File: config.mk
export PLATFORM = sky130hd
export DESIGN_NAME = cfg_plane_ctrl
export DESIGN_NICKNAME = d
export VERILOG_FILES = /design/src/rtl/cfg_plane_pkg.sv /design/src/rtl/cfg_plane_bank.sv /design/src/rtl/cfg_plane_match.sv /design/src/rtl/cfg_issue_pipe.sv /design/src/rtl/cfg_plane_ctrl.sv
export SDC_FILE = /design/constraint.sdc
export NUM_CORES = 1
export LEC_CHECK = 0
export ABC_CLOCK_PERIOD_IN_PS = 7950
export CORE_MARGIN = 2
export CORE_UTILIZATION = 60
export CTS_CLUSTER_DIAMETER = 50
export DETAILED_ROUTE_END_ITERATION = 7
export PLACE_DENSITY = 0.8
export SYNTH_ARGS = -nofsm -noshare
export SYNTH_HDL_FRONTEND = slang
export SYNTH_HIERARCHICAL = 1
export SYNTH_SLANG_ARGS = --single-unit
File: constraint.sdc
create_clock -name clk -period 7.95 [get_ports clk]
set_input_delay 1.59 -clock clk [delete_from_list [all_inputs] [get_ports clk]]
set_output_delay 1.59 -clock clk [all_outputs]
set_load 0.05 [all_outputs]
File: src/rtl/cfg_plane_pkg.sv
`timescale 1ns/1ps
package cfg_plane_pkg;

  typedef enum logic {
    LD_IDLE   = 1'b0,
    LD_STREAM = 1'b1
  } ld_state_e;

  function automatic int ctr_width(input int n);
    return (n > 1) ? $clog2(n) : 1;
  endfunction

endpackage

File: src/rtl/cfg_plane_bank.sv
`timescale 1ns/1ps
module cfg_plane_bank
  import cfg_plane_pkg::*;
#(
  parameter int NUM_PLANES = 4,
  parameter int PLANE_W    = 2,
  parameter int OP_W       = 6,
  parameter int LAT_W      = 4,
  parameter int DATA_W     = 32,
  parameter int CFG_WORDS  = 8
) (
  input  logic                               clk,
  input  logic                               rst_n,
  input  logic                               ld_valid,
  output logic                               ld_ready,
  input  logic [PLANE_W-1:0]                 ld_plane,
  input  logic [OP_W-1:0]                    ld_op,
  input  logic [LAT_W-1:0]                   ld_lat,
  input  logic [LAT_W-1:0]                   ld_gap,
  input  logic                               ld_block,
  output logic                               ld_err,
  input  logic                               cw_valid,
  output logic                               cw_ready,
  input  logic [DATA_W-1:0]                  cw_data,
  output logic [NUM_PLANES-1:0]              plane_valid,
  output logic [NUM_PLANES-1:0][OP_W-1:0]    plane_op,
  output logic [NUM_PLANES-1:0][LAT_W-1:0]   plane_lat,
  output logic [NUM_PLANES-1:0][LAT_W-1:0]   plane_gap,
  output logic [NUM_PLANES-1:0][DATA_W-1:0]  plane_key
);

  localparam int CNT_W = ctr_width(CFG_WORDS);

  ld_state_e          state_q;
  logic [PLANE_W-1:0] tgt_q;
  logic [CNT_W-1:0]   wcnt_q;
  logic               ld_fire;
  logic               ld_take;
  logic               cw_fire;
  logic               cw_last;

  assign ld_ready = (state_q == LD_IDLE);
  assign cw_ready = (state_q == LD_STREAM);
  assign ld_fire  = ld_valid && ld_ready;
  assign ld_take  = ld_fire && !ld_block;
  assign cw_fire  = cw_valid && cw_ready;
  assign cw_last  = cw_fire && (wcnt_q == CNT_W'(CFG_WORDS - 1));

  always_ff @(posedge clk or negedge rst_n) begin
    if (!rst_n) begin
      state_q <= LD_IDLE;
      tgt_q   <= '0;
      wcnt_q  <= '0;
      ld_err  <= 1'b0;
    end else begin
      ld_err <= ld_fire && ld_block;
      if (ld_take) begin
        state_q <= LD_STREAM;
        tgt_q   <= ld_plane;
        wcnt_q  <= '0;
      end else if (cw_fire) begin
        wcnt_q <= wcnt_q + CNT_W'(1);
        if (cw_last) state_q <= LD_IDLE;
      end
    end
  end

  // one register set per plane
  for (genvar p = 0; p < NUM_PLANES; p++) begin : g_plane
    logic start_here;
    logic word_here;
    assign start_here = ld_take && (ld_plane == PLANE_W'(p));
    assign word_here  = cw_fire && (tgt_q == PLANE_W'(p));

    always_ff @(posedge clk or negedge rst_n) begin
      if (!rst_n) begin
        plane_valid[p] <= 1'b0;
        plane_op[p]    <= '0;
        plane_lat[p]   <= '0;
        plane_gap[p]   <= '0;
        plane_key[p]   <= '0;
      end else if (start_here) begin
        plane_valid[p] <= 1'b0;
        plane_op[p]    <= ld_op;
        plane_lat[p]   <= ld_lat;
        plane_gap[p]   <= ld_gap;
        plane_key[p]   <= '0;
      end else if (word_here) begin
        plane_key[p] <= plane_key[p] ^ cw_data;
        if (cw_last) plane_valid[p] <= 1'b1;
      end
    end
  end

endmodule

File: src/rtl/cfg_plane_match.sv
`timescale 1ns/1ps
module cfg_plane_match #(
  parameter int NUM_PLANES = 4,
  parameter int PLANE_W    = 2,
  parameter int OP_W       = 6
) (
  input  logic [NUM_PLANES-1:0]            plane_valid,
  input  logic [NUM_PLANES-1:0][OP_W-1:0]  plane_op,
  input  logic [OP_W-1:0]                  want_op,
  output logic                             hit,
  output logic [PLANE_W-1:0]               idx
);

  logic [NUM_PLANES-1:0] eq;

  for (genvar p = 0; p < NUM_PLANES; p++) begin : g_cmp
    assign eq[p] = plane_valid[p] && (plane_op[p] == want_op);
  end

  // scan from the top so the lowest matching plane wins
  always_comb begin
    hit = 1'b0;
    idx = '0;
    for (int p = NUM_PLANES - 1; p >= 0; p--) begin
      if (eq[p]) begin
        hit = 1'b1;
        idx = PLANE_W'(p);
      end
    end
  end

endmodule

File: src/rtl/cfg_issue_pipe.sv
`timescale 1ns/1ps
module cfg_issue_pipe #(
  parameter int LAT_W  = 4,
  parameter int DATA_W = 32,
  parameter int REG_W  = 5
) (
  input  logic              clk,
  input  logic              rst_n,
  input  logic              issue,
  input  logic [LAT_W-1:0]  issue_lat,
  input  logic [DATA_W-1:0] issue_data,
  input  logic [REG_W-1:0]  issue_dst,
  output logic              order_ok,
  output logic              res_valid,
  output logic [DATA_W-1:0] res_data,
  output logic [REG_W-1:0]  res_dst
);

  localparam int MAX_LAT = (1 << LAT_W) - 1;

  logic [MAX_LAT-1:0] occ;
  logic [DATA_W-1:0]  sdata [MAX_LAT];
  logic [REG_W-1:0]   sdst  [MAX_LAT];

  // slot i reaches the output i cycles from now
  for (genvar i = 0; i < MAX_LAT; i++) begin : g_slot
    logic load_here;
    assign load_here = issue && (issue_lat == LAT_W'(i + 1));
    if (i == MAX_LAT - 1) begin : g_top
      always_ff @(posedge clk or negedge rst_n) begin
        if (!rst_n) begin
          occ[i]   <= 1'b0;
          sdata[i] <= '0;
          sdst[i]  <= '0;
        end else if (load_here) begin
          occ[i]   <= 1'b1;
          sdata[i] <= issue_data;
          sdst[i]  <= issue_dst;
        end else begin
          occ[i] <= 1'b0;
        end
      end
    end else begin : g_mid
      always_ff @(posedge clk or negedge rst_n) begin
        if (!rst_n) begin
          occ[i]   <= 1'b0;
          sdata[i] <= '0;
          sdst[i]  <= '0;
        end else if (load_here) begin
          occ[i]   <= 1'b1;
          sdata[i] <= issue_data;
          sdst[i]  <= issue_dst;
        end else begin
          occ[i]   <= occ[i+1];
          sdata[i] <= sdata[i+1];
          sdst[i]  <= sdst[i+1];
        end
      end
    end
  end

  // a new entry must land above every older entry after the shift
  always_comb begin
    order_ok = 1'b1;
    for (int k = 1; k < MAX_LAT; k++) begin
      if (occ[k] && (int'(issue_lat) <= k)) order_ok = 1'b0;
    end
  end

  assign res_valid = occ[0];
  assign res_data  = sdata[0];
  assign res_dst   = sdst[0];

endmodule

File: src/rtl/cfg_plane_ctrl.sv
`timescale 1ns/1ps
module cfg_plane_ctrl #(
  parameter int NUM_PLANES = 4,
  parameter int OP_W       = 6,
  parameter int LAT_W      = 4,
  parameter int DATA_W     = 32,
  parameter int REG_W      = 5,
  parameter int CFG_WORDS  = 8,
  localparam int PLANE_W   = $clog2(NUM_PLANES)
) (
  input  logic                  clk,
  input  logic                  rst_n,
  input  logic                  ld_valid,
  output logic                  ld_ready,
  input  logic [PLANE_W-1:0]    ld_plane,
  input  logic [OP_W-1:0]       ld_op,
  input  logic [LAT_W-1:0]      ld_lat,
  input  logic [LAT_W-1:0]      ld_gap,
  output logic                  ld_err,
  input  logic                  cw_valid,
  output logic                  cw_ready,
  input  logic [DATA_W-1:0]     cw_data,
  input  logic                  ex_valid,
  output logic                  ex_ready,
  output logic                  ex_busy,
  input  logic [OP_W-1:0]       ex_op,
  input  logic [DATA_W-1:0]     ex_src_a,
  input  logic [DATA_W-1:0]     ex_src_b,
  input  logic [REG_W-1:0]      ex_dst,
  output logic                  res_valid,
  output logic [DATA_W-1:0]     res_data,
  output logic [REG_W-1:0]      res_dst,
  output logic [PLANE_W-1:0]    active_plane,
  output logic [NUM_PLANES-1:0] plane_valid
);

  logic [NUM_PLANES-1:0][OP_W-1:0]   plane_op;
  logic [NUM_PLANES-1:0][LAT_W-1:0]  plane_lat;
  logic [NUM_PLANES-1:0][LAT_W-1:0]  plane_gap;
  logic [NUM_PLANES-1:0][DATA_W-1:0] plane_key;
  logic [NUM_PLANES-1:0][LAT_W-1:0]  gcnt;

  logic               have_active;
  logic [PLANE_W-1:0] act_q;
  logic               match_hit;
  logic [PLANE_W-1:0] match_idx;
  logic               sel_live;
  logic               switch_req;
  logic               ld_block;
  logic               gap_ok;
  logic               order_ok;
  logic               ex_fire;
  logic [LAT_W-1:0]   lat_sel;
  logic [LAT_W-1:0]   gap_sel;
  logic [DATA_W-1:0]  issue_data;

  cfg_plane_bank #(
    .NUM_PLANES(NUM_PLANES), .PLANE_W(PLANE_W), .OP_W(OP_W),
    .LAT_W(LAT_W), .DATA_W(DATA_W), .CFG_WORDS(CFG_WORDS)
  ) u_bank (
    .clk(clk), .rst_n(rst_n),
    .ld_valid(ld_valid), .ld_ready(ld_ready), .ld_plane(ld_plane),
    .ld_op(ld_op), .ld_lat(ld_lat), .ld_gap(ld_gap),
    .ld_block(ld_block), .ld_err(ld_err),
    .cw_valid(cw_valid), .cw_ready(cw_ready), .cw_data(cw_data),
    .plane_valid(plane_valid), .plane_op(plane_op),
    .plane_lat(plane_lat), .plane_gap(plane_gap), .plane_key(plane_key)
  );

  cfg_plane_match #(
    .NUM_PLANES(NUM_PLANES), .PLANE_W(PLANE_W), .OP_W(OP_W)
  ) u_match (
    .plane_valid(plane_valid), .plane_op(plane_op), .want_op(ex_op),
    .hit(match_hit), .idx(match_idx)
  );

  assign lat_sel = (plane_lat[match_idx] == '0) ? LAT_W'(1) : plane_lat[match_idx];
  assign gap_sel = (plane_gap[match_idx] == '0) ? LAT_W'(1) : plane_gap[match_idx];

  assign sel_live   = match_hit && have_active && (match_idx == act_q);
  assign switch_req = ex_valid && match_hit && !sel_live;
  assign gap_ok     = (gcnt[match_idx] == '0);
  assign ex_ready   = sel_live && gap_ok && order_ok;
  assign ex_busy    = ex_valid && sel_live && !gap_ok;
  assign ex_fire    = ex_valid && ex_ready;
  assign issue_data = (ex_src_a + ex_src_b) ^ plane_key[match_idx];

  assign ld_block = (have_active && (ld_plane == act_q)) ||
                    (switch_req && (ld_plane == match_idx));

  always_ff @(posedge clk or negedge rst_n) begin
    if (!rst_n) begin
      act_q       <= '0;
      have_active <= 1'b0;
    end else if (switch_req) begin
      act_q       <= match_idx;
      have_active <= 1'b1;
    end
  end

  // issue spacing counter per plane
  for (genvar p = 0; p < NUM_PLANES; p++) begin : g_gap
    always_ff @(posedge clk or negedge rst_n) begin
      if (!rst_n) begin
        gcnt[p] <= '0;
      end else if (ex_fire && (act_q == PLANE_W'(p))) begin
        gcnt[p] <= gap_sel - LAT_W'(1);
      end else if (gcnt[p] != '0) begin
        gcnt[p] <= gcnt[p] - LAT_W'(1);
      end
    end
  end

  cfg_issue_pipe #(
    .LAT_W(LAT_W), .DATA_W(DATA_W), .REG_W(REG_W)
  ) u_pipe (
    .clk(clk), .rst_n(rst_n),
    .issue(ex_fire), .issue_lat(lat_sel), .issue_data(issue_data),
    .issue_dst(ex_dst), .order_ok(order_ok),
    .res_valid(res_valid), .res_data(res_data), .res_dst(res_dst)
  );

  assign active_plane = act_q;

endmodule

# After elaboration in Yosys (flattened, before gate mapping)
# Cells that the tools add are included.
[op_classes]
add_sub_neg = 7
mul = 0
n_div = 0
magnitude_cmp = 15
n_eq_ne = 32
shifts = 0
mux = 105
bitwise = 6
n_reduce_logical = 94
[ops]
columns = ["op", "count"]
rows = [
  ["$mux W32", 23],
  ["$xor A32 B32 Y32", 5],
  ["$mux W5", 14],
  ["$bmux W32 S2", 1],
  ["$logic_and A1 B1 Y1", 61],
  ["$mux W4", 13],
  ["$mux W1", 45],
  ["$add A32 B32 Y32", 1],
  ["$eq A4 B4 Y1 const B", 8],
  ["$le A4 B4 Y1 const B", 7],
  ["$reduce_bool A2 Y1", 14],
  ["$bmux W4 S2", 3],
  ["$eq A6 B6 Y1", 4],
  ["$sub A4 B1 Y4 const B", 5],
  ["$eq A4 B3 Y1 const B", 4],
  ["$le A4 B3 Y1 const B", 4],
  ["$reduce_bool A4 Y1", 4],
  ["$eq A2 B2 Y1 const B", 6],
  ["$logic_not A4 Y1", 3],
  ["$reduce_and A2 Y1", 5],
  ["$eq A4 B2 Y1 const B", 2],
  ["$le A4 B2 Y1 const B", 2],
  ["$mux W2", 4],
  ["$eq A2 B1 Y1 const B", 3],
  ["other kinds (11)", 18],
]
[word_totals]
regBits = 784
latchBits = 0
ramBits = 0
mem_bits_ro = 0
output_inout_bits = 49
n_memories = 0

# Longest topological paths before layout
[depth]
word_depth = 30
ltp_mapped = 24
ltp_nobuf = 17

# Hierarchy
# Netlist, hierarchy kept.
[by_module_without_submodules]
columns = ["mod", "n_inst", "cells_per_inst", "area_per_inst_um2"]
rows = [
  ["cfg_issue_pipe", 1, 1322, 21912.3],
  ["cfg_plane_bank", 1, 836, 8847.2],
  ["cfg_plane_ctrl", 1, 483, 4352.9],
  ["cfg_plane_match", 1, 39, 339.1],
]

# Worst setup path after synthesis
# Ideal clock, no wire load.
[synth_timing]
path_kind = "input to output"
start = "input port ex_op[3]"
end = "output port ex_ready"
arrival_ns = 5.101
t_required_ns = 6.360
path_slack_ns = 1.259
cell_stages = 18
path_cell_list = "buf_6 -> xnor2_2 -> nand4_1 -> or4_4 -> nor2b_4 -> nor3_2 -> buf_2 -> buf_1 -> buf_2 -> mux4_2 -> nor3_1 -> or2_2 -> buf_6 -> nand2_1 -> a211o_1 -> a21oi_1 -> o211a_1 -> and3_1"
[synth_between]
elab_chain_cells = 27
[synth_lines]
columns = ["element", "line", "text"]
rows = [
  ["from (decl)", "cfg_plane_ctrl.sv:26", "input logic [OP_W-1:0] ex_op,"],
  ["$eq A6 B6 Y1", "cfg_plane_match.sv:17", "assign eq[p] = plane_valid[p] && (plane_op[p] == want_op);"],
  ["$logic_and A1 B1 Y1", "cfg_plane_match.sv:17", ""],
  ["$mux W2 (3 in a row)", "cfg_plane_match.sv:25", "if (eq[p]) begin"],
  ["$mux W2 *", "cfg_plane_match.sv:25", ""],
  ["via match_idx[1]", "cfg_plane_ctrl.sv:46", "logic [PLANE_W-1:0] match_idx;"],
  ["$bmux W4 S2 *", "cfg_plane_ctrl.sv:77", "assign lat_sel = (plane_lat[match_idx] == '0) ? LAT_W'(1) : plane_lat[match_idx];"],
  ["$mux W4 (not written as such) *", "cfg_plane_ctrl.sv:77", ""],
  ["$logic_not A4 Y1", "cfg_plane_ctrl.sv:77", ""],
  ["$mux W4 *", "cfg_plane_ctrl.sv:77", ""],
  ["via lat_sel[3]", "cfg_plane_ctrl.sv:53", "logic [LAT_W-1:0] lat_sel;"],
  ["$le A4 B1 Y1", "cfg_issue_pipe.sv:66", "if (occ[k] && (int'(issue_lat) <= k)) order_ok = 1'b0;"],
  ["$logic_and A1 B1 Y1", "cfg_issue_pipe.sv:66", ""],
  ["$mux W1 (13 in a row)", "cfg_issue_pipe.sv:66", ""],
  ["$mux W1 *", "cfg_issue_pipe.sv:66", ""],
  ["via order_ok", "cfg_plane_ctrl.sv:51", "logic order_ok;"],
  ["$logic_and A1 B1 Y1 *", "cfg_plane_ctrl.sv:83", "assign ex_ready = sel_live && gap_ok && order_ok;"],
  ["to (decl)", "cfg_plane_ctrl.sv:24", "output logic ex_ready,"],
]
# Mark *: on every way through the listed nets, which the timed path passes. The rest lies on a longest branch. The select of a mux whose other input is x is not followed.

# Final worst setup path
# Ends and elaborated chain as after synthesis.

==> results.yml <==
status:
  status: "finished clean"
placed_design:
  placedInstanceArea_mm2: 0.03755
  hpwl_um: 49700
  place_ws_ns: 0.6814
  post-place-cells: 3475
  place.gp.congestion: 0.8430
  port_buffers: 176
synthesis:
  syn_nets: 2851
  ys_ff_latch: 784
  synth_warnings: 6
  netlist.area_leader.share_pct: 55.34
  synthTopCellsByArea: "dfrtp_1, mux2_2, mux4_2, mux2_4, nor2_1"
  synth_common_cells: "dfrtp_1, mux2_2, nor2_1"
  yosysUniqueCellTypes: 84
  synth_edf_count: 0
  seq_area_frac_synth_pct: 55.34
  syn-cell-area_mm2: 0.03545
  syn_avg_cell_area_um2: 13.23
  synth_most_common_cell: "dfrtp_1"
  synth_ff_type: "dfrtp_1"
  async_flop_share_pct: 100.0
  synth_top_cell_by_area: "dfrtp_1"
  syn_inst: 2680
worst_setup_path:
  ff2ff_path_depth: 18
  path_class: "in -> out"
  required_ns: 6.36
  worst-path-max-fanout: 12
  end_kind: "output pin"
  startpoint_type: "primary input"
  cp_data_arrival_time_ns: 5.50
  regToRegStartpoint: "u_bank/plane_op[14]"
  startpoint: "ex_op[3]"
sta:
  slew_viol_final: 0
  worstMarginPinSlew_ns: 1.291
  whs_ns: 0.4594
  hold_viol_final: 0
  rsz0062_at_grt: "no"
  min_period_ns: 7.092
  fin_tns_setup_ns: 0
  slew_headroom_pct: 13.30
  setup_viol: 0
  period_share_pct: 89.21
  skew_ns: 0.01860
  fmaxAchievable_ghz: 0.1410
  setup_ws_ns: 0.8580
power:
  ir_worst_vdd_mv: 0.2969
  cellLeakagePower_uw: 0.02005
  power.density_mw_per_mm2: 275.2
floorplan:
  ioPinCount: 177
  design.core.area_mm2: 0.05869
  die_area_mm2: 0.06105
  initial_core_util_pct: 60.41
  die_y_um: 247.1
  rows: 89
  die_x_um: 247.1
grt:
  gr-total-overflow: 0
  grt_max_degree: 171
  grt_pass1_wl_um: 125400
  grt_antenna_before_repair: 12
  grt_usage_pct: 26.43
  grt_pass1_vias: 22676
cells_and_area:
  areaGrowthSynthToFinish_pct: 14.32
  finalNonFillerCells: 3632
  layout-drive-gt1-share_pct: 31.77
  fin_area_mm2: 0.04053
  nFillCells: 3946
  fin_nets: 2959
hold_path:
  holdPathStages: 1
  min-delay-start: "u_pipe/sdst[60]"
  holdCritPathClass: "reg -> reg"
cts:
  clk_pin_slew_ns: 0.06
  cts_buffers: 84
  cts_tree: "built"
  cts_max_level: 3
  cts.repair.resized: 0
  root_buffer: "clkbuf_16"
  clkLatencyLatePin_ns: 0.63
  hold_buffers: 0
  post_cts_buffers: 0
  clk_path_buf_depth: 3
  cts_num_sinks: 784
route:
  finalWirelength_um: 78850
  post_drt_wl_per_cell_um: 21.71
  vias: 21504
  dr.first_iter.drc_count: 1423
  drt-pass1-iter-count: 5
  drcViolationCount: 0
  ant_nets: 0
  via_per_inst: 5.921
job:
  cap_violations: 0
[sequential cells by signal, indices dropped and copies added, names as in the netlist]
signal,count
active_plane,2
gcnt,16
have_active,1
u_bank/cw_ready,1
u_bank/ld_err,1
u_bank/plane_gap,16
u_bank/plane_key,128
u_bank/plane_lat,16
u_bank/plane_op,24
u_bank/plane_valid,4
u_bank/tgt_q,2
u_bank/wcnt_q,3
u_pipe/occ,14
u_pipe/res_data,32
u_pipe/res_dst,5
u_pipe/res_valid,1
u_pipe/sdata,448
u_pipe/sdst,70
[layout by cell type, fill, tap and decap left out, types with 9 or more instances in the layout]
master and n:
a21oi_1 56, and3_1 66, buf_12 9, buf_4 41, bufinv_16 11, clkbuf_1 10
clkbuf_16 84, clkbuf_8 12, clkdlybuf4s50_1 174, clkinv_2 20, dfrtp_1 784, ha_1 42
inv_1 35, mux2_1 10, mux2_2 548, mux2_4 57, mux2i_1 67, mux4_2 41
nand2_1 98, nand2b_1 12, nor2_1 217, nor2_4 13, nor3_1 38, nor4_1 67
o211ai_1 9, o21ai_0 36, o22ai_1 28, or2_2 9, or3_1 20, xnor2_1 54
xor2_1 37
[cells by family after synthesis]
| group | synth area share [%] |
|---|---|
| AOI/OAI and AO/OA | 3.533 |
| buffers and inverters | 3.812 |
| xor gates and xnor gates | 2.467 |
| and+or+nand+nor | 8.675 |
| muxes | 24.63 |
| DFF | 55.34 |
| adders and majority gates | 1.539 |
[critical path, stage by stage]
cell and delay (ns):
clkdlybuf4s50_1 0.63, xnor2_1 0.17, nand4_1 0.17, nor4_4 0.25, a21oi_1 0.16, nor2_4 0.23, mux4_2 0.68, nor3_1 0.20
or2_2 0.28, nand2_1 0.08, a211o_1 0.29, a21oi_1 0.14, o211a_1 0.20, and3_1 0.26, buf_12 0.17
[final timing paths]
path	end	slack, ns
worst max-delay path	ex_ready	0.86
worst min-delay path	u_pipe/sdst[65]	0.46
worst max register to register	u_pipe/sdata[214]	2.48
worst min register to register	u_pipe/sdst[65]	0.46
max in group asynchronous	u_bank/plane_key[54]	5.38
min in group asynchronous	u_pipe/res_data[4]	1.05
[through the flow]
stage          utilization, %  total power (µW)
2_1_floorplan               -              6305
3_3_place_gp            63.98              6908
3_5_place_dp            63.98              7068
4_1_cts                 68.97             11180
5_1_grt                 69.06             11680
6_report                69.06             11150
[area by class of cell]
type / instances / area, µm² / area share (%)
Clock inverter: 50 / 620.6 / 1.531
Multi-Input combinational cell: 1658 / 14640 / 36.12
Tap cell: 773 / 967.2 / 2.386
Timing Repair Buffer: 225 / 2245 / 5.538
Antenna cell: 1 / 2.502 / 0.006174
Sequential cell: 784 / 19620 / 48.41
Inverter: 35 / 131.4 / 0.3242
Clock buffer: 106 / 2305 / 5.687
[metal layers]
layer  GRT usage (%)  wire length [µm]
met1           34.93             32770
met2           44.27             39560
met3           5.720              4785
met4           7.512              1586
met5               0               152
[where the power goes]
| part | total (µW) | switching [µW] | leakage [µW] | internal (µW) |
|---|---|---|---|---|
| Combinational | 2350 | 1450 | 0.00781 | 905 |
| Clock | 4080 | 1640 | 0.00143 | 2440 |
| Sequential | 4730 | 350 | 0.0108 | 4380 |
| Total | 11200 | 3440 | 0.0200 | 7720 |
No activity file was read; power rests on OpenSTA's default activity.
